==> src/rtl/scirq_pkg.sv <==
package scirq_pkg;
  localparam int NSRC   = 64;
  localparam int WORD_W = 32;
  localparam int ID_W   = 6;
  localparam int ID_LSB = WORD_W - ID_W;

  // Flat position {word, bit}: word 0 = high word, word 1 = low word
  function automatic logic [ID_W-1:0] src_flat(input int n);
    int w;
    int b;
    if (n < 16) begin
      w = 1;
      b = (n == 0) ? 0 : 16 - n;
    end else if (n < 32) begin
      w = 0;
      if (n == 16)      b = 2;
      else if (n == 17) b = 1;
      else if (n == 31) b = 0;
      else              b = 33 - n;
    end else if (n < 48) begin
      w = 1;
      b = 63 - n;
    end else begin
      w = 0;
      b = n - 32;
    end
    return ID_W'(w * WORD_W + b);
  endfunction
endpackage

==> src/rtl/scirq_src_map.sv <==
module scirq_src_map
  import scirq_pkg::*;
(
  input  logic [NSRC-1:0] src_level,
  output logic [NSRC-1:0] flat_level
);
  always_comb begin
    flat_level = '0;
    for (int n = 0; n < NSRC; n++) begin
      flat_level[src_flat(n)] = src_level[n];
    end
  end
endmodule

==> src/rtl/scirq_pend_word.sv <==
module scirq_pend_word
  import scirq_pkg::*;
(
  input  logic              clk,
  input  logic              rst_n,
  input  logic [WORD_W-1:0] lvl,
  input  logic [WORD_W-1:0] clr,
  output logic [WORD_W-1:0] pend
);
  always_ff @(posedge clk) begin
    if (!rst_n) pend <= '0;
    else        pend <= (pend & ~clr) | lvl;
  end

  // a high level is captured in the next cycle
  p_level_set_r4: assert property (@(posedge clk) disable iff (!rst_n)
    1'b1 |=> ((pend & $past(lvl)) == $past(lvl)));
  // bits not written with 1 stay set
  p_w1c_keep_r3: assert property (@(posedge clk) disable iff (!rst_n)
    1'b1 |=> ((pend & $past(pend & ~clr)) == $past(pend & ~clr)));
  // written ones with the level low clear the bit
  p_w1c_clear_r3: assert property (@(posedge clk) disable iff (!rst_n)
    1'b1 |=> ((pend & $past(clr & ~lvl)) == '0));
endmodule

==> src/rtl/scirq_id_enc.sv <==
module scirq_id_enc
  import scirq_pkg::*;
(
  input  logic            clk,
  input  logic            rst_n,
  input  logic [NSRC-1:0] active,
  output logic [ID_W-1:0] src_id
);
  always_comb begin
    src_id = '0;
    for (int n = NSRC - 1; n >= 1; n--) begin
      if (active[src_flat(n)]) src_id = ID_W'(n);
    end
  end

  // a reported source is really active
  p_id_active_r5: assert property (@(posedge clk) disable iff (!rst_n)
    (src_id != '0) |-> active[src_flat(int'(src_id))]);
  // nothing active except source 0 means no source is reported
  p_id_none_r9: assert property (@(posedge clk) disable iff (!rst_n)
    ((active & ~(NSRC'(1) << src_flat(0))) == '0) |-> (src_id == '0));
endmodule

==> src/rtl/scram_irq_ctrl.sv <==
module scram_irq_ctrl
  import scirq_pkg::*;
#(
  parameter int          ADDR_W   = 4,
  parameter logic [31:0] PRIO_RST = 32'h0530_9770
) (
  input  logic              clk,
  input  logic              rst_n,
  input  logic [ADDR_W-1:0] bus_addr,
  input  logic              bus_we,
  input  logic [31:0]       bus_wdata,
  output logic [31:0]       bus_rdata,
  input  logic [NSRC-1:0]   src_level,
  output logic              cpu_irq
);
  localparam logic [ADDR_W-1:0] A_MASK_HI = ADDR_W'(0);
  localparam logic [ADDR_W-1:0] A_MASK_LO = ADDR_W'(1);
  localparam logic [ADDR_W-1:0] A_PEND_HI = ADDR_W'(2);
  localparam logic [ADDR_W-1:0] A_PEND_LO = ADDR_W'(3);
  localparam logic [ADDR_W-1:0] A_ID      = ADDR_W'(4);
  localparam logic [ADDR_W-1:0] A_CFG     = ADDR_W'(5);
  localparam logic [ADDR_W-1:0] A_PRIO_HI = ADDR_W'(6);
  localparam logic [ADDR_W-1:0] A_PRIO_LO = ADDR_W'(7);
  localparam int NWORD = NSRC / WORD_W;

  logic [NSRC-1:0]   flat_level;
  logic [NSRC-1:0]   pend_flat;
  logic [NSRC-1:0]   mask_flat;
  logic [NSRC-1:0]   active;
  logic [NSRC-1:0]   clr_flat;
  logic [ID_W-1:0]   src_id;
  logic [WORD_W-1:0] cfg_q, prio_hi_q, prio_lo_q;
  logic              any_active;

  scirq_src_map u_map (.src_level(src_level), .flat_level(flat_level));

  assign clr_flat[WORD_W-1:0]        = (bus_we && bus_addr == A_PEND_HI) ? bus_wdata : '0;
  assign clr_flat[2*WORD_W-1:WORD_W] = (bus_we && bus_addr == A_PEND_LO) ? bus_wdata : '0;

  for (genvar w = 0; w < NWORD; w++) begin : g_word
    scirq_pend_word u_pend (
      .clk  (clk),
      .rst_n(rst_n),
      .lvl  (flat_level[w*WORD_W +: WORD_W]),
      .clr  (clr_flat[w*WORD_W +: WORD_W]),
      .pend (pend_flat[w*WORD_W +: WORD_W])
    );
  end

  always_ff @(posedge clk) begin
    if (!rst_n) begin
      mask_flat <= '0;
      cfg_q     <= '0;
      prio_hi_q <= PRIO_RST;
      prio_lo_q <= PRIO_RST;
    end else if (bus_we) begin
      case (bus_addr)
        A_MASK_HI: mask_flat[WORD_W-1:0]        <= bus_wdata;
        A_MASK_LO: mask_flat[2*WORD_W-1:WORD_W] <= bus_wdata;
        A_CFG:     cfg_q     <= bus_wdata;
        A_PRIO_HI: prio_hi_q <= bus_wdata;
        A_PRIO_LO: prio_lo_q <= bus_wdata;
        default: ;
      endcase
    end
  end

  assign active     = pend_flat & mask_flat;
  assign any_active = |active;

  scirq_id_enc u_enc (.clk(clk), .rst_n(rst_n), .active(active), .src_id(src_id));

  always_ff @(posedge clk) begin
    if (!rst_n) begin
      cpu_irq   <= 1'b0;
      bus_rdata <= '0;
    end else begin
      cpu_irq <= any_active;
      case (bus_addr)
        A_MASK_HI: bus_rdata <= mask_flat[WORD_W-1:0];
        A_MASK_LO: bus_rdata <= mask_flat[2*WORD_W-1:WORD_W];
        A_PEND_HI: bus_rdata <= pend_flat[WORD_W-1:0];
        A_PEND_LO: bus_rdata <= pend_flat[2*WORD_W-1:WORD_W];
        A_ID:      bus_rdata <= {src_id, {ID_LSB{1'b0}}};
        A_CFG:     bus_rdata <= cfg_q;
        A_PRIO_HI: bus_rdata <= prio_hi_q;
        A_PRIO_LO: bus_rdata <= prio_lo_q;
        default:   bus_rdata <= '0;
      endcase
    end
  end

  // request line follows enabled pending state one cycle later
  p_irq_reg_r7: assert property (@(posedge clk) disable iff (!rst_n)
    1'b1 |=> (cpu_irq == $past(any_active)));
  // identifier low bits read as zero
  p_id_low_zero_r6: assert property (@(posedge clk) disable iff (!rst_n)
    (bus_addr == A_ID) |=> (bus_rdata[ID_LSB-1:0] == '0));
  // no enabled pending source means no request
  p_mask_block_r8: assert property (@(posedge clk) disable iff (!rst_n)
    ((pend_flat & mask_flat) == '0) |=> !cpu_irq);
endmodule

==> config.mk <==
export PLATFORM = sky130hd
export DESIGN_NAME = scram_irq_ctrl
export DESIGN_NICKNAME = d
export VERILOG_FILES = /design/src/rtl/scirq_pkg.sv /design/src/rtl/scirq_src_map.sv /design/src/rtl/scirq_pend_word.sv /design/src/rtl/scirq_id_enc.sv /design/src/rtl/scram_irq_ctrl.sv
export SDC_FILE = /design/constraint.sdc
export NUM_CORES = 1
export LEC_CHECK = 0
export ABC_AREA = 1
export BUFFER_PORTS_ARGS = -buffer_cell sky130_fd_sc_hd__buf_4
export CAP_MARGIN = 20
export CORE_UTILIZATION = 55
export CTS_CLUSTER_SIZE = 8
export DETAILED_ROUTE_END_ITERATION = 12
export GPL_TIMING_DRIVEN = 1
export MAX_ROUTING_LAYER = met4
export PLACE_DENSITY_LB_ADDON = 0.05
export SLEW_MARGIN = 20
export SYNTH_ARGS = -nofsm -noshare
export SYNTH_HDL_FRONTEND = slang
export SYNTH_SLANG_ARGS = --single-unit
==> constraint.sdc <==
create_clock -name clk -period 4.1 [get_ports clk]
set_input_delay 0 -clock clk [delete_from_list [all_inputs] [get_ports clk]]
set_output_delay 0 -clock clk [all_outputs]
set_load 0.005 [all_outputs]
Word-level counts from Yosys, hierarchy flattened
Cells that the tools add are included.
{"block": "op_classes", "n_eq_ne": 7, "n_reduce_logical": 9, "bitwise_logic": 7, "mux": 66}
{"op": "$mux W6", "count": 63}
{"op": "$pmux W32 S8", "count": 1}
{"op": "$and A32 B32 Y32", "count": 2}
{"op": "$and A64 B64 Y64", "count": 1}
{"op": "$mux W32", "count": 2}
{"op": "$not A32 Y32", "count": 2}
{"op": "$or A32 B32 Y32", "count": 2}
{"op": "$reduce_or A64 Y1", "count": 1}
{"op": "$eq A4 B3 Y1 const B", "count": 4}
{"op": "$reduce_and A2 Y1", "count": 5}
{"op": "$eq A4 B2 Y1 const B", "count": 2}
{"op": "$eq A4 B1 Y1 const B", "count": 1}
{"op": "$logic_not A4 Y1", "count": 1}
{"op": "$logic_and A1 B1 Y1", "count": 2}
{"block": "word_totals", "elab_cells": 98, "reg_bits": 257, "inputBits": 103, "output_inout_bits": 33}

Logic depth before layout (Yosys ltp)
Gate-level depths: netlist (run 1).
{"block": "logic_depth", "depth_word": 65, "ltp_mapped": 66, "depth_no_buf": 66}

Cells and area by module
A second synthesis (run 1) with hierarchy kept.
{"block": "hier_totals", "cells_unflattened": 2013, "hier_area_um2": 13445.4}
{"mod": "scram_irq_ctrl", "seq_area_each_um2": 3863.7, "instances": 1, "area_per_inst_um2": 9151.3, "cells_each": 1391}
{"mod": "scirq_pend_word", "seq_area_each_um2": 640.6, "instances": 2, "area_per_inst_um2": 1311.3, "cells_each": 164}
{"mod": "scirq_id_enc", "seq_area_each_um2": 0.0, "instances": 1, "area_per_inst_um2": 1191.1, "cells_each": 230}
{"mod": "scirq_src_map", "seq_area_each_um2": 0.0, "instances": 1, "area_per_inst_um2": 480.5, "cells_each": 64}

Worst setup path before layout (run 1)
OpenSTA, ideal clock, no wires.
{"block": "synth_path", "path_kind": "register to register", "from": "register g_word[0].u_pend.pend[31]", "to": "register bus_rdata[26]", "t_required_ps": 4033, "stages_incl_launch_ff": 67, "period_less_slack_ps": 3218, "arrival_time_ps": 3151, "setup_time_ps": 67, "setup_slack_ps": 882, "path_buffers": 0, "cell_sequence": "dfxtp_1 -> nand2_1 -> inv_1 -> nand2_1 -> nand2_1 -> nand2_1 -> nand2_1 -> nand2_1 -> nand2_1 -> nand2_1 -> nand2_1 -> nand2_1 -> nand2_1 -> nand2_1 -> nand2_1 -> nand2_1 -> nand2_1 -> nand2_1 -> [31 not listed] -> nand2_1 -> nand2_1 -> nand2_1 -> nand2_1 -> nand2_1 -> nand2_1 -> nand2_1 -> nand2_1 -> nand2_1 -> nand2_1 -> nand2_1 -> nand2_1 -> nand2_1 -> nand2_1 -> nand2_1 -> nand2_1 -> nand2_1 -> a21oi_2"}
{"block": "synth_between", "elab_chain_len": 65}
{"item": "start: declaration", "line_no": "scirq_pend_word.sv:8", "rtl": "output logic [WORD_W-1:0] pend"}
{"item": "start signal: assignment", "line_no": "scirq_pend_word.sv:12", "rtl": "else pend <= (pend & ~clr) | lvl;"}
{"item": "$and A64 B64 Y64", "line_no": "scram_irq_ctrl.sv:68", "rtl": "assign active = pend_flat & mask_flat;"}
{"item": "$mux W6 (63 in series)", "line_no": "scirq_id_enc.sv:12", "rtl": "if (active[src_flat(n)]) src_id = ID_W'(n);"}
{"item": "$pmux W32 S8", "line_no": "scram_irq_ctrl.sv:79", "rtl": "case (bus_addr)"}
{"item": "end signal: assignment", "line_no": "scram_irq_ctrl.sv:80", "rtl": "A_MASK_HI: bus_rdata <= mask_flat[WORD_W-1:0];"}
{"item": "end signal: assignment", "line_no": "scram_irq_ctrl.sv:81", "rtl": "A_MASK_LO: bus_rdata <= mask_flat[2*WORD_W-1:WORD_W];"}
{"item": "end signal: assignment", "line_no": "scram_irq_ctrl.sv:82", "rtl": "A_PEND_HI: bus_rdata <= pend_flat[WORD_W-1:0];"}
{"item": "end: declaration", "line_no": "scram_irq_ctrl.sv:12", "rtl": "output logic [31:0] bus_rdata,"}
Every way passes these cells.
A chain may end at the register's enable or synchronous reset.

Worst setup path after layout (run 1)
{"block": "layout_path", "from": "register g_word[0].u_pend.pend[30]", "to": "register bus_rdata[26]"}
{"block": "layout_between", "elab_chain_len": 64}
{"item": "$and A64 B64 Y64", "line_no": "scram_irq_ctrl.sv:68"}
{"item": "$mux W6 (62 in series)", "line_no": "scirq_id_enc.sv:12"}
{"item": "$pmux W32 S8", "line_no": "scram_irq_ctrl.sv:79"}
Every way passes these cells.

==> run_summary.xml, run 1 <==
<?xml version="1.0" encoding="UTF-8"?>
<metrics>
  <group name="outcome">
    <metric name="result_of_the_run" unit="">finished, final reports clean</metric>
  </group>
  <group name="worst_setup_path">
    <metric name="cpLargestDelayFamily" unit="">simple AND/OR/NAND/NOR gates</metric>
    <metric name="critical-path-slowest-cell" unit="">sky130_fd_sc_hd__dfxtp_2</metric>
    <metric name="worst-endpoint-required" unit="ps">4500</metric>
    <metric name="crit_path_max_fanout" unit="">3</metric>
    <metric name="crit_arrival" unit="ps">4170</metric>
    <metric name="timing.critical_path.from_type" unit="">flop</metric>
    <metric name="kind_of_capture_point_of_the_worst_setup_path" unit="">flop</metric>
    <metric name="most_frequent_cp_cell" unit="">sky130_fd_sc_hd__nand2_1</metric>
    <metric name="worstPathBufferInverterCount" unit="">0</metric>
    <metric name="critical_path_class" unit="">reg -&gt; reg</metric>
    <metric name="slowest_delay" unit="ps">330</metric>
  </group>
  <group name="detailed_routing">
    <metric name="routed_wire_length_per_instance" unit="um">18.42</metric>
    <metric name="initialDrtViolationCount" unit="">1104</metric>
    <metric name="route.detailed.drc" unit="">0</metric>
    <metric name="vias_per_cell" unit="">5.722</metric>
    <metric name="detail_route.first_pass.iterations" unit="">6</metric>
    <metric name="finalWirelength" unit="mm">37.10</metric>
    <metric name="final_antenna_net_count" unit="">0</metric>
    <metric name="dr_total_vias" unit="">11524</metric>
  </group>
  <group name="timing">
    <metric name="fin_tns_setup" unit="ps">0</metric>
    <metric name="final-max-slew-violation-count" unit="">0</metric>
    <metric name="finalSetupViolations" unit="">0</metric>
    <metric name="whs" unit="ps">74.69</metric>
    <metric name="grt_setup_unrepaired" unit="">yes</metric>
    <metric name="finalHoldViolations" unit="">0</metric>
    <metric name="final.period_utilization" unit="%">92.01</metric>
    <metric name="tightest_slew" unit="ps">1138</metric>
    <metric name="timing.max_slew.rel_slack" unit="%">24.13</metric>
    <metric name="worst_clock_skew" unit="ps">23.93</metric>
    <metric name="setup_slack" unit="ps">327.5</metric>
    <metric name="period_needed" unit="ps">3772</metric>
    <metric name="fmax" unit="MHz">265.1</metric>
  </group>
  <group name="clock_network">
    <metric name="cts_num_sinks" unit="">257</metric>
    <metric name="cts.repair_timing.setup_buffer_count" unit="">0</metric>
    <metric name="clock_root_buffer" unit="">sky130_fd_sc_hd__clkbuf_16</metric>
    <metric name="tritoncts.num_buffers" unit="">38</metric>
    <metric name="clockBufferDepth" unit="">3</metric>
    <metric name="cts_tree" unit="">yes</metric>
    <metric name="cts-htree-levels" unit="">2</metric>
    <metric name="clock_insertion_delay_worst_skew" unit="ps">520</metric>
    <metric name="cts.reportedPaths.clkPinSlew" unit="ps">50</metric>
  </group>
  <group name="floorplanning">
    <metric name="coreArea" unit="um^2">19530</metric>
    <metric name="floorplan.initialDensity" unit="%">56.17</metric>
    <metric name="floorplan.die.width" unit="um">143.2</metric>
    <metric name="num_io_pins" unit="">136</metric>
    <metric name="core.rowCount" unit="">51</metric>
    <metric name="die_area" unit="um^2">20510</metric>
    <metric name="die_h" unit="um">143.2</metric>
  </group>
  <group name="yosys">
    <metric name="syn-cell-area" unit="um^2">10970</metric>
    <metric name="asyncSetResetFlopFracSynth" unit="%">0</metric>
    <metric name="syn-num-nets" unit="">1584</metric>
    <metric name="postSynthCellCount" unit="">1481</metric>
    <metric name="synth_enable_flop_cells" unit="">0</metric>
    <metric name="synth_seq_cells" unit="">257</metric>
    <metric name="top_cells_by_area_synth" unit="">sky130_fd_sc_hd__dfxtp_1 47%, sky130_fd_sc_hd__a21oi_1 11%, sky130_fd_sc_hd__nand2_1 9.2%, sky130_fd_sc_hd__o21ai_0 6.9%, sky130_fd_sc_hd__inv_1 6.2%</metric>
    <metric name="synth.largest_area_cell" unit="">sky130_fd_sc_hd__dfxtp_1</metric>
    <metric name="top_flip_flop_cell_by_instance_count_after_synthesis" unit="">sky130_fd_sc_hd__dfxtp_1</metric>
    <metric name="ys_seq_area_share" unit="%">46.91</metric>
    <metric name="synthesized_area_per_cell" unit="um^2">7.406</metric>
    <metric name="yosys_warnings" unit="">0</metric>
    <metric name="netlist-cell-type-count" unit="">32</metric>
    <metric name="yosysTopAreaCellShare" unit="%">46.91</metric>
  </group>
  <group name="pwr">
    <metric name="power.share.switching" unit="%">24.52</metric>
    <metric name="pwr_density_cell" unit="nW/um^2">406.5</metric>
    <metric name="power_frac_seq" unit="%">44.4</metric>
    <metric name="share_clk_of_total_power" unit="%">45.4</metric>
    <metric name="vdd_ir_drop_max" unit="mV">0.3406</metric>
    <metric name="p_leak" unit="uW">0.006657</metric>
    <metric name="combinational_share_of_power" unit="%">10.2</metric>
    <metric name="net-switching-power" unit="uW">1470</metric>
    <metric name="cell_internal_pwr" unit="uW">4527</metric>
  </group>
  <group name="place">
    <metric name="dp.cells" unit="">1812</metric>
    <metric name="gp_congestion" unit="">0.9554</metric>
    <metric name="detailedPlacementHpwl" unit="mm">20.73</metric>
    <metric name="worst_setup_timing_slack_at_the_placement_stage" unit="ps">360.1</metric>
    <metric name="placement.io_buffers" unit="">135</metric>
  </group>
  <group name="cells_and_area">
    <metric name="final_nets" unit="">1849</metric>
    <metric name="antenna_cells_inserted" unit="">0</metric>
    <metric name="syn_to_final_growth" unit="%">34.53</metric>
    <metric name="final_cells" unit="">2014</metric>
    <metric name="final_core_util" unit="%">75.57</metric>
    <metric name="drive_gt1_share" unit="%">14.87</metric>
  </group>
  <group name="global_route">
    <metric name="grt_pass1_wl" unit="mm">57.58</metric>
    <metric name="global_route.usage.total" unit="%">37.39</metric>
    <metric name="pin_count_of_the_biggest_net_entering_global_routing" unit="">113</metric>
    <metric name="first_global_vias" unit="">11000</metric>
    <metric name="grt_antenna_before_repair" unit="">0</metric>
    <metric name="grt_remaining_overflow" unit="">0</metric>
  </group>
  <group name="hold_path">
    <metric name="min_path_type" unit="">in -&gt; reg</metric>
  </group>
  <group name="run">
    <metric name="timing.max_cap.violations" unit="">0</metric>
  </group>
</metrics>
==> cell families after synthesis <==
logic type,after synthesis,synth area share (%)
flip-flops,257,46.91
AND/OR/NAND/NOR,420,16.59
buffers and inverters,276,9.571
AO/OA/AOI/OAI,528,26.93
==> routing by layer <==
layer / vias to the layer above / wire [um] / GRT usage [%]
li1: 5470 / - / -
met1: 5367 / 14930 / 46.40
met2: 579 / 17780 / 61.82
met3: 108 / 3166 / 4.930
met4: 0 / 1219 / 14.39
met5: - / 0 / -
==> area by class of cell <==
class	instances	area, um^2
Multi-Input combinational cell	948	4806
Clock inverter	4	42.54
Sequential cell	257	5149
Inverter	187	704.4
Clock buffer	39	954.7
Fill cell	1479	4771
Tap cell	265	331.6
Timing Repair Buffer	314	2768
==> registers in the layout, indices dropped and copies added (netlist names) <==
register            cells
g_word.u_pend.pend     64
mask_flat              64
bus_rdata              32
cfg_q                  32
prio_hi_q              32
prio_lo_q              32
cpu_irq                 1
==> Yosys cell counts, types with 2 or more instances <==
cell / count
sky130_fd_sc_hd__nor2_1: 67
sky130_fd_sc_hd__a31oi_1: 7
sky130_fd_sc_hd__a22o_1: 9
sky130_fd_sc_hd__clkbuf_1: 83
sky130_fd_sc_hd__o221ai_1: 4
sky130_fd_sc_hd__nand2_1: 270
sky130_fd_sc_hd__a221oi_1: 26
sky130_fd_sc_hd__o211ai_1: 15
sky130_fd_sc_hd__o31ai_1: 3
sky130_fd_sc_hd__a21oi_1: 238
sky130_fd_sc_hd__dfxtp_1: 257
sky130_fd_sc_hd__nand2_4: 17
sky130_fd_sc_hd__o2111ai_1: 5
sky130_fd_sc_hd__o21ai_0: 151
sky130_fd_sc_hd__inv_1: 180
sky130_fd_sc_hd__buf_1: 4
sky130_fd_sc_hd__nand2_2: 25
sky130_fd_sc_hd__a2111oi_0: 3
sky130_fd_sc_hd__a41oi_1: 9
sky130_fd_sc_hd__inv_2: 6
sky130_fd_sc_hd__o21ai_1: 33
sky130_fd_sc_hd__a211oi_1: 2
sky130_fd_sc_hd__o22ai_1: 19
sky130_fd_sc_hd__nand3_1: 40
==> cells in the final DEF (no fill, tap or decap) <==
cell and instances:
sky130_fd_sc_hd__o31ai_1 3, sky130_fd_sc_hd__nand3_1 40, sky130_fd_sc_hd__a31oi_1 7, sky130_fd_sc_hd__dfxtp_1 254, sky130_fd_sc_hd__clkinv_4 1, sky130_fd_sc_hd__dfxtp_2 3, sky130_fd_sc_hd__inv_1 179, sky130_fd_sc_hd__o211ai_1 15
sky130_fd_sc_hd__o21ai_0 151, sky130_fd_sc_hd__inv_6 2, sky130_fd_sc_hd__o21ai_1 33, sky130_fd_sc_hd__o2111a_1 1, sky130_fd_sc_hd__a22o_1 9, sky130_fd_sc_hd__a211oi_1 2, sky130_fd_sc_hd__nand2_4 17, sky130_fd_sc_hd__a32o_1 1
sky130_fd_sc_hd__o22ai_1 19, sky130_fd_sc_hd__nor2_2 2, sky130_fd_sc_hd__a21oi_1 238, sky130_fd_sc_hd__buf_12 1, sky130_fd_sc_hd__nand2_1 265, sky130_fd_sc_hd__a41oi_1 9, sky130_fd_sc_hd__o2111ai_1 5, sky130_fd_sc_hd__buf_4 154
sky130_fd_sc_hd__nand4_1 1, sky130_fd_sc_hd__o221ai_1 4, sky130_fd_sc_hd__dlygate4sd3_1 159, sky130_fd_sc_hd__clkbuf_16 38, sky130_fd_sc_hd__nand2_2 30, sky130_fd_sc_hd__a2111oi_0 3, sky130_fd_sc_hd__clkbuf_1 1, sky130_fd_sc_hd__inv_4 1
sky130_fd_sc_hd__clkinv_8 1, sky130_fd_sc_hd__nor2_4 2, sky130_fd_sc_hd__inv_2 7, sky130_fd_sc_hd__a21oi_2 1, sky130_fd_sc_hd__nor2_1 63, sky130_fd_sc_hd__a221oi_1 26, sky130_fd_sc_hd__a32oi_1 1
==> power by group through the flow <==
stage,registers (uW),logic [uW],clock network (uW)
floorplan,2690,257,0
global placement,2700,450,0
detailed placement,2710,454,0
CTS,2660,588,2730
global route,2670,668,2840
finish,2660,612,2720
==> what timing repair did <==
action	in CTS	in global routing
hold buffers	159	0
resized for setup	0	9
endpoints found under the setup margin	0	1
hold endpoints to repair	225	0
==> worst register-to-register path, delay by kind of cell (launching register included) <==
family | cells | cell delay, ps
and+or+nand+nor | 64 | 3250
DFF | 1 | 330
AOI/OAI and AO/OA | 1 | 50
==> final timing paths <==
path	startpoint	to	slack, ps	depth (start not counted)
max	g_word[0].u_pend.pend[30]$_SDFF_PN0_	bus_rdata[26]$_SDFF_PN0_	330	65
min	bus_addr[2]	bus_rdata[26]$_SDFF_PN0_	70	7
max reg2reg	g_word[0].u_pend.pend[30]$_SDFF_PN0_	bus_rdata[26]$_SDFF_PN0_	330	65
min reg2reg	cfg_q[1]$_SDFFE_PN0P_	cfg_q[1]$_SDFFE_PN0P_	450	2
==> through the flow <==
| step | cell area, um^2 | total power (uW) |
|---|---|---|
| 2_1_floorplan | 10970 | 2947 |
| 3_3_place_gp | 12150 | 3153 |
| 6_report | 14760 | 5997 |
| 4_1_cts | 14740 | 5973 |
| 3_5_place_dp | 12150 | 3159 |
| 5_1_grt | 14760 | 6175 |
Power figures use the tool's default switching activity.
==> run 2, diff against run 1 <==
--- a/config.mk
+++ b/config.mk
@@ -8,6 +8,7 @@
 export ABC_AREA = 1
 export BUFFER_PORTS_ARGS = -buffer_cell sky130_fd_sc_hd__buf_4
 export CAP_MARGIN = 20
+export CORE_ASPECT_RATIO = 1.75
 export CORE_UTILIZATION = 55
 export CTS_CLUSTER_SIZE = 8
 export DETAILED_ROUTE_END_ITERATION = 12
@@ -18,3 +19,4 @@
 export SYNTH_ARGS = -nofsm -noshare
 export SYNTH_HDL_FRONTEND = slang
 export SYNTH_SLANG_ARGS = --single-unit
+export TNS_END_PERCENT = 1
==> run_summary.xml, run 2 (synthesized netlist as in run 1, its figures left out) <==
<?xml version="1.0" encoding="UTF-8"?>
<metrics>
  <group name="outcome">
    <metric name="result_of_the_run" unit="">finished, final reports clean</metric>
  </group>
  <group name="cells_and_area">
    <metric name="antenna_cells_inserted" unit="">0</metric>
    <metric name="final_cell_area" unit="um^2">14730</metric>
    <metric name="syn_to_final_growth" unit="%">34.28</metric>
    <metric name="final_cells" unit="">1990</metric>
    <metric name="most_common_cell_after_layout_fill_and_taps_aside" unit="">sky130_fd_sc_hd__nand2_1</metric>
    <metric name="final_core_util" unit="%">74.94</metric>
    <metric name="fill_cells" unit="">1507</metric>
    <metric name="reg.largest.list" unit="">g_word.u_pend.pend (64), mask_flat (64)</metric>
    <metric name="final_nets" unit="">1845</metric>
    <metric name="drive_gt1_share" unit="%">14.84</metric>
    <metric name="commonest_cells_after_routing_fill_and_taps_aside" unit="">267 x sky130_fd_sc_hd__nand2_1, 253 x sky130_fd_sc_hd__dfxtp_1, 238 x sky130_fd_sc_hd__a21oi_1, 179 x sky130_fd_sc_hd__inv_1, 155 x sky130_fd_sc_hd__dlygate4sd3_1</metric>
  </group>
  <group name="floorplanning">
    <metric name="coreArea" unit="um^2">19650</metric>
    <metric name="floorplan.die.width" unit="um">108.8</metric>
    <metric name="floorplan.initialDensity" unit="%">55.81</metric>
    <metric name="die_area" unit="um^2">20530</metric>
    <metric name="core.rowCount" unit="">68</metric>
    <metric name="die_h" unit="um">188.8</metric>
    <metric name="num_io_pins" unit="">136</metric>
  </group>
  <group name="detailed_routing">
    <metric name="vias_per_cell" unit="">5.747</metric>
    <metric name="dr_total_vias" unit="">11437</metric>
    <metric name="routed_wire_length_per_instance" unit="um">18.78</metric>
    <metric name="final_antenna_net_count" unit="">0</metric>
    <metric name="detail_route.first_pass.iterations" unit="">5</metric>
    <metric name="finalWirelength" unit="mm">37.37</metric>
    <metric name="initialDrtViolationCount" unit="">963</metric>
    <metric name="route.detailed.drc" unit="">0</metric>
  </group>
  <group name="timing">
    <metric name="fmax" unit="MHz">272.3</metric>
    <metric name="final-max-slew-violation-count" unit="">0</metric>
    <metric name="finalHoldViolations" unit="">0</metric>
    <metric name="finalSetupViolations" unit="">0</metric>
    <metric name="final.period_utilization" unit="%">89.58</metric>
    <metric name="grt_setup_unrepaired" unit="">yes</metric>
    <metric name="whs" unit="ps">43.05</metric>
    <metric name="tightest_slew" unit="ps">967.6</metric>
    <metric name="setup_slack" unit="ps">427.2</metric>
    <metric name="period_needed" unit="ps">3673</metric>
    <metric name="worst_clock_skew" unit="ps">10.62</metric>
    <metric name="timing.max_slew.rel_slack" unit="%">33.83</metric>
  </group>
  <group name="hold_path">
    <metric name="hold-path-endpoint" unit="">bus_rdata[26]$_SDFF_PN0_</metric>
    <metric name="min-delay-start" unit="">bus_addr[3]</metric>
    <metric name="min_path_type" unit="">in -&gt; reg</metric>
    <metric name="whs_path_depth" unit="">6</metric>
  </group>
  <group name="worst_setup_path">
    <metric name="rr_worst_depth" unit="">66</metric>
    <metric name="critical-path-slowest-cell" unit="">sky130_fd_sc_hd__dfxtp_2</metric>
    <metric name="startpoint" unit="">g_word[0].u_pend.pend[31]$_SDFF_PN0_</metric>
    <metric name="crit_arrival" unit="ps">4060</metric>
    <metric name="kind_of_capture_point_of_the_worst_setup_path" unit="">flop</metric>
    <metric name="regToRegStartpoint" unit="">g_word[0].u_pend.pend[31]$_SDFF_PN0_</metric>
    <metric name="worst_r2r_endpoint" unit="">bus_rdata[26]$_SDFF_PN0_</metric>
    <metric name="worst-endpoint-required" unit="ps">4490</metric>
    <metric name="reg2reg_slack" unit="ps">430</metric>
    <metric name="timing.critical_path.from_type" unit="">flop</metric>
    <metric name="crit_path_max_fanout" unit="">2</metric>
    <metric name="most_frequent_cp_cell" unit="">sky130_fd_sc_hd__nand2_1</metric>
    <metric name="critical_path_class" unit="">reg -&gt; reg</metric>
    <metric name="slowest_delay" unit="ps">320</metric>
  </group>
  <group name="clock_network">
    <metric name="cts_tree" unit="">yes</metric>
    <metric name="cts-htree-levels" unit="">2</metric>
    <metric name="clock_root_buffer" unit="">sky130_fd_sc_hd__clkbuf_16</metric>
    <metric name="clock_insertion_delay_worst_skew" unit="ps">510</metric>
    <metric name="clockBufferDepth" unit="">3</metric>
    <metric name="cts.reportedPaths.clkPinSlew" unit="ps">50</metric>
    <metric name="tritoncts.num_buffers" unit="">38</metric>
    <metric name="cts_num_sinks" unit="">257</metric>
  </group>
  <group name="global_route">
    <metric name="grt_remaining_overflow" unit="">0</metric>
    <metric name="first_global_vias" unit="">11314</metric>
    <metric name="grt_pass1_wl" unit="mm">57.56</metric>
    <metric name="pin_count_of_the_biggest_net_entering_global_routing" unit="">76</metric>
    <metric name="grt_antenna_before_repair" unit="">0</metric>
    <metric name="global_route.usage.total" unit="%">37.76</metric>
  </group>
  <group name="place">
    <metric name="gp_congestion" unit="">0.8967</metric>
    <metric name="worst_setup_timing_slack_at_the_placement_stage" unit="ps">416.8</metric>
    <metric name="detailedPlacementHpwl" unit="mm">22.15</metric>
    <metric name="detailed_place.area" unit="um^2">12120</metric>
    <metric name="dp.cells" unit="">1791</metric>
    <metric name="placement.io_buffers" unit="">135</metric>
  </group>
  <group name="pwr">
    <metric name="pwr_density_cell" unit="nW/um^2">411.6</metric>
    <metric name="vdd_ir_drop_max" unit="mV">0.3960</metric>
    <metric name="p_leak" unit="uW">0.006661</metric>
  </group>
  <group name="run">
    <metric name="timing.max_cap.violations" unit="">0</metric>
  </group>
</metrics>
-- run 2: cell count changes in the layout (fill, tap and decap cells not counted) --
cell                            before  now
sky130_fd_sc_hd__dlygate4sd3_1     159  155
sky130_fd_sc_hd__clkbuf_16          38   41
sky130_fd_sc_hd__inv_6               2    0
sky130_fd_sc_hd__nand2_1           265  267
sky130_fd_sc_hd__nand2_2            30   28
sky130_fd_sc_hd__clkinv_8            1    0
sky130_fd_sc_hd__dfxtp_1           254  253
sky130_fd_sc_hd__dfxtp_2             3    4
-- run 2: cell type report --
class	count	area, um^2	share of cell area (%)
clock buffer	42	1030	6.992
sequential	257	5150	34.97
tap	245	306.5	2.081
clock inverter	1	8.758	0.05947
inverter	187	704.4	4.783
multi-input combinational	948	4801	32.60
timing repair buffer	310	2728	18.52
-- run 2: worst max-delay path by stage --
stage	endpoint	depth (start not counted)	slack, ps
final	bus_rdata[26]$_SDFF_PN0_	66	430
after global routing	bus_rdata[26]$_SDFF_PN0_	66	-130
after CTS	bus_rdata[26]$_SDFF_PN0_	66	400
after detailed placement	bus_rdata[26]$_SDFF_PN0_	66	420
after global placement	bus_rdata[26]$_SDFF_PN0_	66	400
after floorplan	bus_rdata[26]$_SDFF_PN0_	66	880
-- run 2: routing by layer --
metal	GRT usage [%]	vias to the layer above	wire length, um
met2	64.26	506	18980
met5	-	-	0
met4	23.91	0	2130
met3	4.635	153	2334
met1	40.73	5328	13920
li1	-	5450	-
-- run 2: per-stage QoR --
| step | total power, uW | setup TNS (ps) |
|---|---|---|
| 3_3_place_gp | 3155 | 0 |
| 2_1_floorplan | 2947 | 0 |
| 6_report | 6062 | 0 |
| 5_1_grt | 6251 | -130.0 |
| 3_5_place_dp | 3162 | 0 |
| 4_1_cts | 6057 | 0 |
-- run 2: power by group --
part	switching [uW]	leakage (uW)	internal, uW
Clock	1050	0.000511	1740
Sequential	67.1	0.00210	2590
Combinational	316	0.00405	290
-- run 2: repair_timing --
item                                    in CTS  in global routing
endpoints found under the setup margin       0                  1
setup buffers                                0                  1
hold buffers                               155                  0
hold endpoints to repair                   225                  0
gates resized for setup                      0                  8
-- run 2: worst max-delay path, delay by kind of cell, from the launching register on --
family          cells  cell delay, ps
compound gates      1              50
flops               1             320
simple gates       64            3150
buf+inv             1              30
==> run 3, diff against run 2 <==
--- a/config.mk
+++ b/config.mk
@@ -12,9 +12,8 @@
 export CORE_UTILIZATION = 55
 export CTS_CLUSTER_SIZE = 8
 export DETAILED_ROUTE_END_ITERATION = 12
-export GPL_TIMING_DRIVEN = 1
-export MAX_ROUTING_LAYER = met4
 export PLACE_DENSITY_LB_ADDON = 0.05
+export SKIP_LAST_GASP = 1
 export SLEW_MARGIN = 20
 export SYNTH_ARGS = -nofsm -noshare
 export SYNTH_HDL_FRONTEND = slang
==> run_summary.xml, run 3 (synthesized netlist as in run 1, its figures left out) <==
<?xml version="1.0" encoding="UTF-8"?>
<metrics>
  <group name="cells_and_area">
    <metric name="syn_to_final_growth" unit="%">34.28</metric>
    <metric name="fill_cells" unit="">1507</metric>
    <metric name="most_common_cell_after_layout_fill_and_taps_aside" unit="">sky130_fd_sc_hd__nand2_1</metric>
    <metric name="drive_gt1_share" unit="%">14.79</metric>
    <metric name="final_nets" unit="">1845</metric>
    <metric name="commonest_cells_after_routing_fill_and_taps_aside" unit="">267 x sky130_fd_sc_hd__nand2_1, 253 x sky130_fd_sc_hd__dfxtp_1, 238 x sky130_fd_sc_hd__a21oi_1, 180 x sky130_fd_sc_hd__inv_1, 155 x sky130_fd_sc_hd__dlygate4sd3_1</metric>
    <metric name="reg.largest.list" unit="">g_word.u_pend.pend (64), mask_flat (64)</metric>
    <metric name="antenna_cells_inserted" unit="">0</metric>
  </group>
  <group name="timing">
    <metric name="whs" unit="ps">40.50</metric>
    <metric name="tightest_slew" unit="ps">954.8</metric>
    <metric name="fin_tns_setup" unit="ps">0</metric>
    <metric name="grt_setup_unrepaired" unit="">yes</metric>
    <metric name="finalSetupViolations" unit="">0</metric>
    <metric name="worst_clock_skew" unit="ps">11.71</metric>
    <metric name="period_needed" unit="ps">3680</metric>
    <metric name="final-max-slew-violation-count" unit="">0</metric>
    <metric name="finalHoldViolations" unit="">0</metric>
    <metric name="final.period_utilization" unit="%">89.76</metric>
    <metric name="timing.max_slew.rel_slack" unit="%">34.70</metric>
    <metric name="fmax" unit="MHz">271.7</metric>
  </group>
  <group name="floorplanning">
    <metric name="die_area" unit="um^2">20530</metric>
    <metric name="num_io_pins" unit="">136</metric>
    <metric name="coreArea" unit="um^2">19650</metric>
    <metric name="die_h" unit="um">188.8</metric>
    <metric name="core.rowCount" unit="">68</metric>
    <metric name="floorplan.initialDensity" unit="%">55.81</metric>
    <metric name="floorplan.die.width" unit="um">108.8</metric>
  </group>
  <group name="detailed_routing">
    <metric name="detail_route.first_pass.iterations" unit="">5</metric>
    <metric name="dr_total_vias" unit="">11479</metric>
    <metric name="route.detailed.drc" unit="">0</metric>
    <metric name="final_antenna_net_count" unit="">0</metric>
    <metric name="vias_per_cell" unit="">5.768</metric>
    <metric name="initialDrtViolationCount" unit="">870</metric>
    <metric name="finalWirelength" unit="mm">37.34</metric>
    <metric name="routed_wire_length_per_instance" unit="um">18.76</metric>
  </group>
  <group name="global_route">
    <metric name="grt_pass1_wl" unit="mm">57.54</metric>
    <metric name="grt_remaining_overflow" unit="">0</metric>
    <metric name="grt_antenna_before_repair" unit="">0</metric>
    <metric name="pin_count_of_the_biggest_net_entering_global_routing" unit="">76</metric>
    <metric name="grt-busiest-layer" unit="">met2</metric>
    <metric name="use_met3" unit="%">4.981</metric>
    <metric name="globalRouteMet2Util" unit="%">64.12</metric>
    <metric name="routing_usage_on_met1" unit="%">40.36</metric>
    <metric name="first_global_vias" unit="">11327</metric>
    <metric name="global_route.usage.total" unit="%">36.66</metric>
  </group>
  <group name="clock_network">
    <metric name="cts_num_sinks" unit="">257</metric>
    <metric name="tritoncts.num_buffers" unit="">38</metric>
    <metric name="clock_insertion_delay_worst_skew" unit="ps">510</metric>
    <metric name="cts-htree-levels" unit="">2</metric>
    <metric name="clockBufferDepth" unit="">3</metric>
    <metric name="cts_tree" unit="">yes</metric>
    <metric name="clock_root_buffer" unit="">sky130_fd_sc_hd__clkbuf_16</metric>
    <metric name="cts.reportedPaths.clkPinSlew" unit="ps">50</metric>
  </group>
  <group name="worst_setup_path">
    <metric name="endpoint" unit="">bus_rdata[26]$_SDFF_PN0_</metric>
    <metric name="reg2reg_slack" unit="ps">420</metric>
    <metric name="critical-path-slowest-cell" unit="">sky130_fd_sc_hd__dfxtp_2</metric>
    <metric name="kind_of_capture_point_of_the_worst_setup_path" unit="">flop</metric>
    <metric name="regToRegStartpoint" unit="">g_word[0].u_pend.pend[31]$_SDFF_PN0_</metric>
    <metric name="timing.critical_path.from_type" unit="">flop</metric>
    <metric name="most_frequent_cp_cell" unit="">sky130_fd_sc_hd__nand2_1</metric>
    <metric name="startpoint" unit="">g_word[0].u_pend.pend[31]$_SDFF_PN0_</metric>
    <metric name="worst-endpoint-required" unit="ps">4490</metric>
    <metric name="crit_arrival" unit="ps">4070</metric>
    <metric name="worst_r2r_endpoint" unit="">bus_rdata[26]$_SDFF_PN0_</metric>
    <metric name="critical_path_class" unit="">reg -&gt; reg</metric>
    <metric name="slowest_delay" unit="ps">320</metric>
    <metric name="crit_path_max_fanout" unit="">2</metric>
    <metric name="rr_worst_depth" unit="">66</metric>
  </group>
  <group name="pwr">
    <metric name="p_leak" unit="uW">0.006663</metric>
    <metric name="combinational_share_of_power" unit="%">10.0</metric>
    <metric name="cell_internal_pwr" unit="uW">4626</metric>
    <metric name="share_clk_of_total_power" unit="%">46.2</metric>
    <metric name="vdd_ir_drop_max" unit="mV">0.3958</metric>
    <metric name="power_frac_seq" unit="%">43.8</metric>
    <metric name="power.share.switching" unit="%">23.76</metric>
    <metric name="pwr_density_cell" unit="nW/um^2">412.0</metric>
    <metric name="net-switching-power" unit="uW">1442</metric>
  </group>
  <group name="place">
    <metric name="placement.io_buffers" unit="">135</metric>
    <metric name="detailedPlacementHpwl" unit="mm">22.15</metric>
    <metric name="gp_congestion" unit="">0.8821</metric>
  </group>
  <group name="outcome">
    <metric name="result_of_the_run" unit="">finished, final reports clean</metric>
  </group>
  <group name="hold_path">
    <metric name="min_path_type" unit="">in -&gt; reg</metric>
  </group>
  <group name="run">
    <metric name="timing.max_cap.violations" unit="">0</metric>
  </group>
</metrics>
## run 3: cell counts in the layout (fill, tap and decap cells not counted)
No cell type changed its count.
## run 3: worst min path at each step
stage                        from                                   end  slack [ps]  cells past startpoint
floorplan           bus_wdata[10]            prio_hi_q[10]$_SDFFE_PN1P_         130                      2
global placement    src_level[34]  g_word[1].u_pend.pend[29]$_SDFF_PN0_         250                      3
detailed placement  src_level[40]  g_word[1].u_pend.pend[23]$_SDFF_PN0_         250                      3
CTS                   bus_addr[3]              bus_rdata[26]$_SDFF_PN0_          40                      6
global route          bus_addr[3]              bus_rdata[26]$_SDFF_PN0_          80                      6
finish                bus_addr[3]              bus_rdata[26]$_SDFF_PN0_          40                      6
## run 3: metal layers
metal,wire [um],share of wire (%)
met1,13700,37
met2,18960,51
met3,2566,6.9
met4,2118,5.7
met5,0,0
## run 3: layout make-up
class / instances / area [um^2] / share of cell area, %
Clock inverter: 1 / 8.758 / 0.05947
Multi-Input combinational cell: 948 / 4801 / 32.60
Clock buffer: 42 / 1030 / 6.992
Timing Repair Buffer: 310 / 2728 / 18.52
Inverter: 187 / 704.4 / 4.783
Sequential cell: 257 / 5150 / 34.97
Tap cell: 245 / 306.5 / 2.081
## run 3: power by group through the flow
stage	Clock, uW	Combinational (uW)	Sequential (uW)
6_report	2800	607	2660
5_1_grt	2920	660	2670
4_1_cts	2810	587	2660
3_5_place_dp	0	457	2710
3_3_place_gp	0	452	2700
2_1_floorplan	0	257	2690
## run 3: what timing repair did
action                     CTS  global route
setup endpoints to repair    0             1
hold buffers               155             0
resized for setup            0             7
buffers inserted             0             1
hold endpoints to repair   225             0
## run 3: per-stage QoR
stage	instance area [um^2]	utilization (%)	setup WS, ps	cells	power (uW)
after CTS	14710	74.83	398.5	1989	6057
after floorplan	10970	-	882.2	1481	2947
after global routing	14730	74.94	-134.7	1990	6249
final	14730	74.94	419.8	1990	6068
after global placement	12120	61.66	397.1	1791	3155
after detailed placement	12120	61.66	416.8	1791	3162
## run 3: worst max-delay path, delay by kind of cell (launching register included)
| kind | cells | cell delay (ps) |
|---|---|---|
| DFF | 1 | 320 |
| AOI/OAI and AO/OA | 1 | 50 |
| and+or+nand+nor | 64 | 3160 |
| buffers and inverters | 1 | 40 |
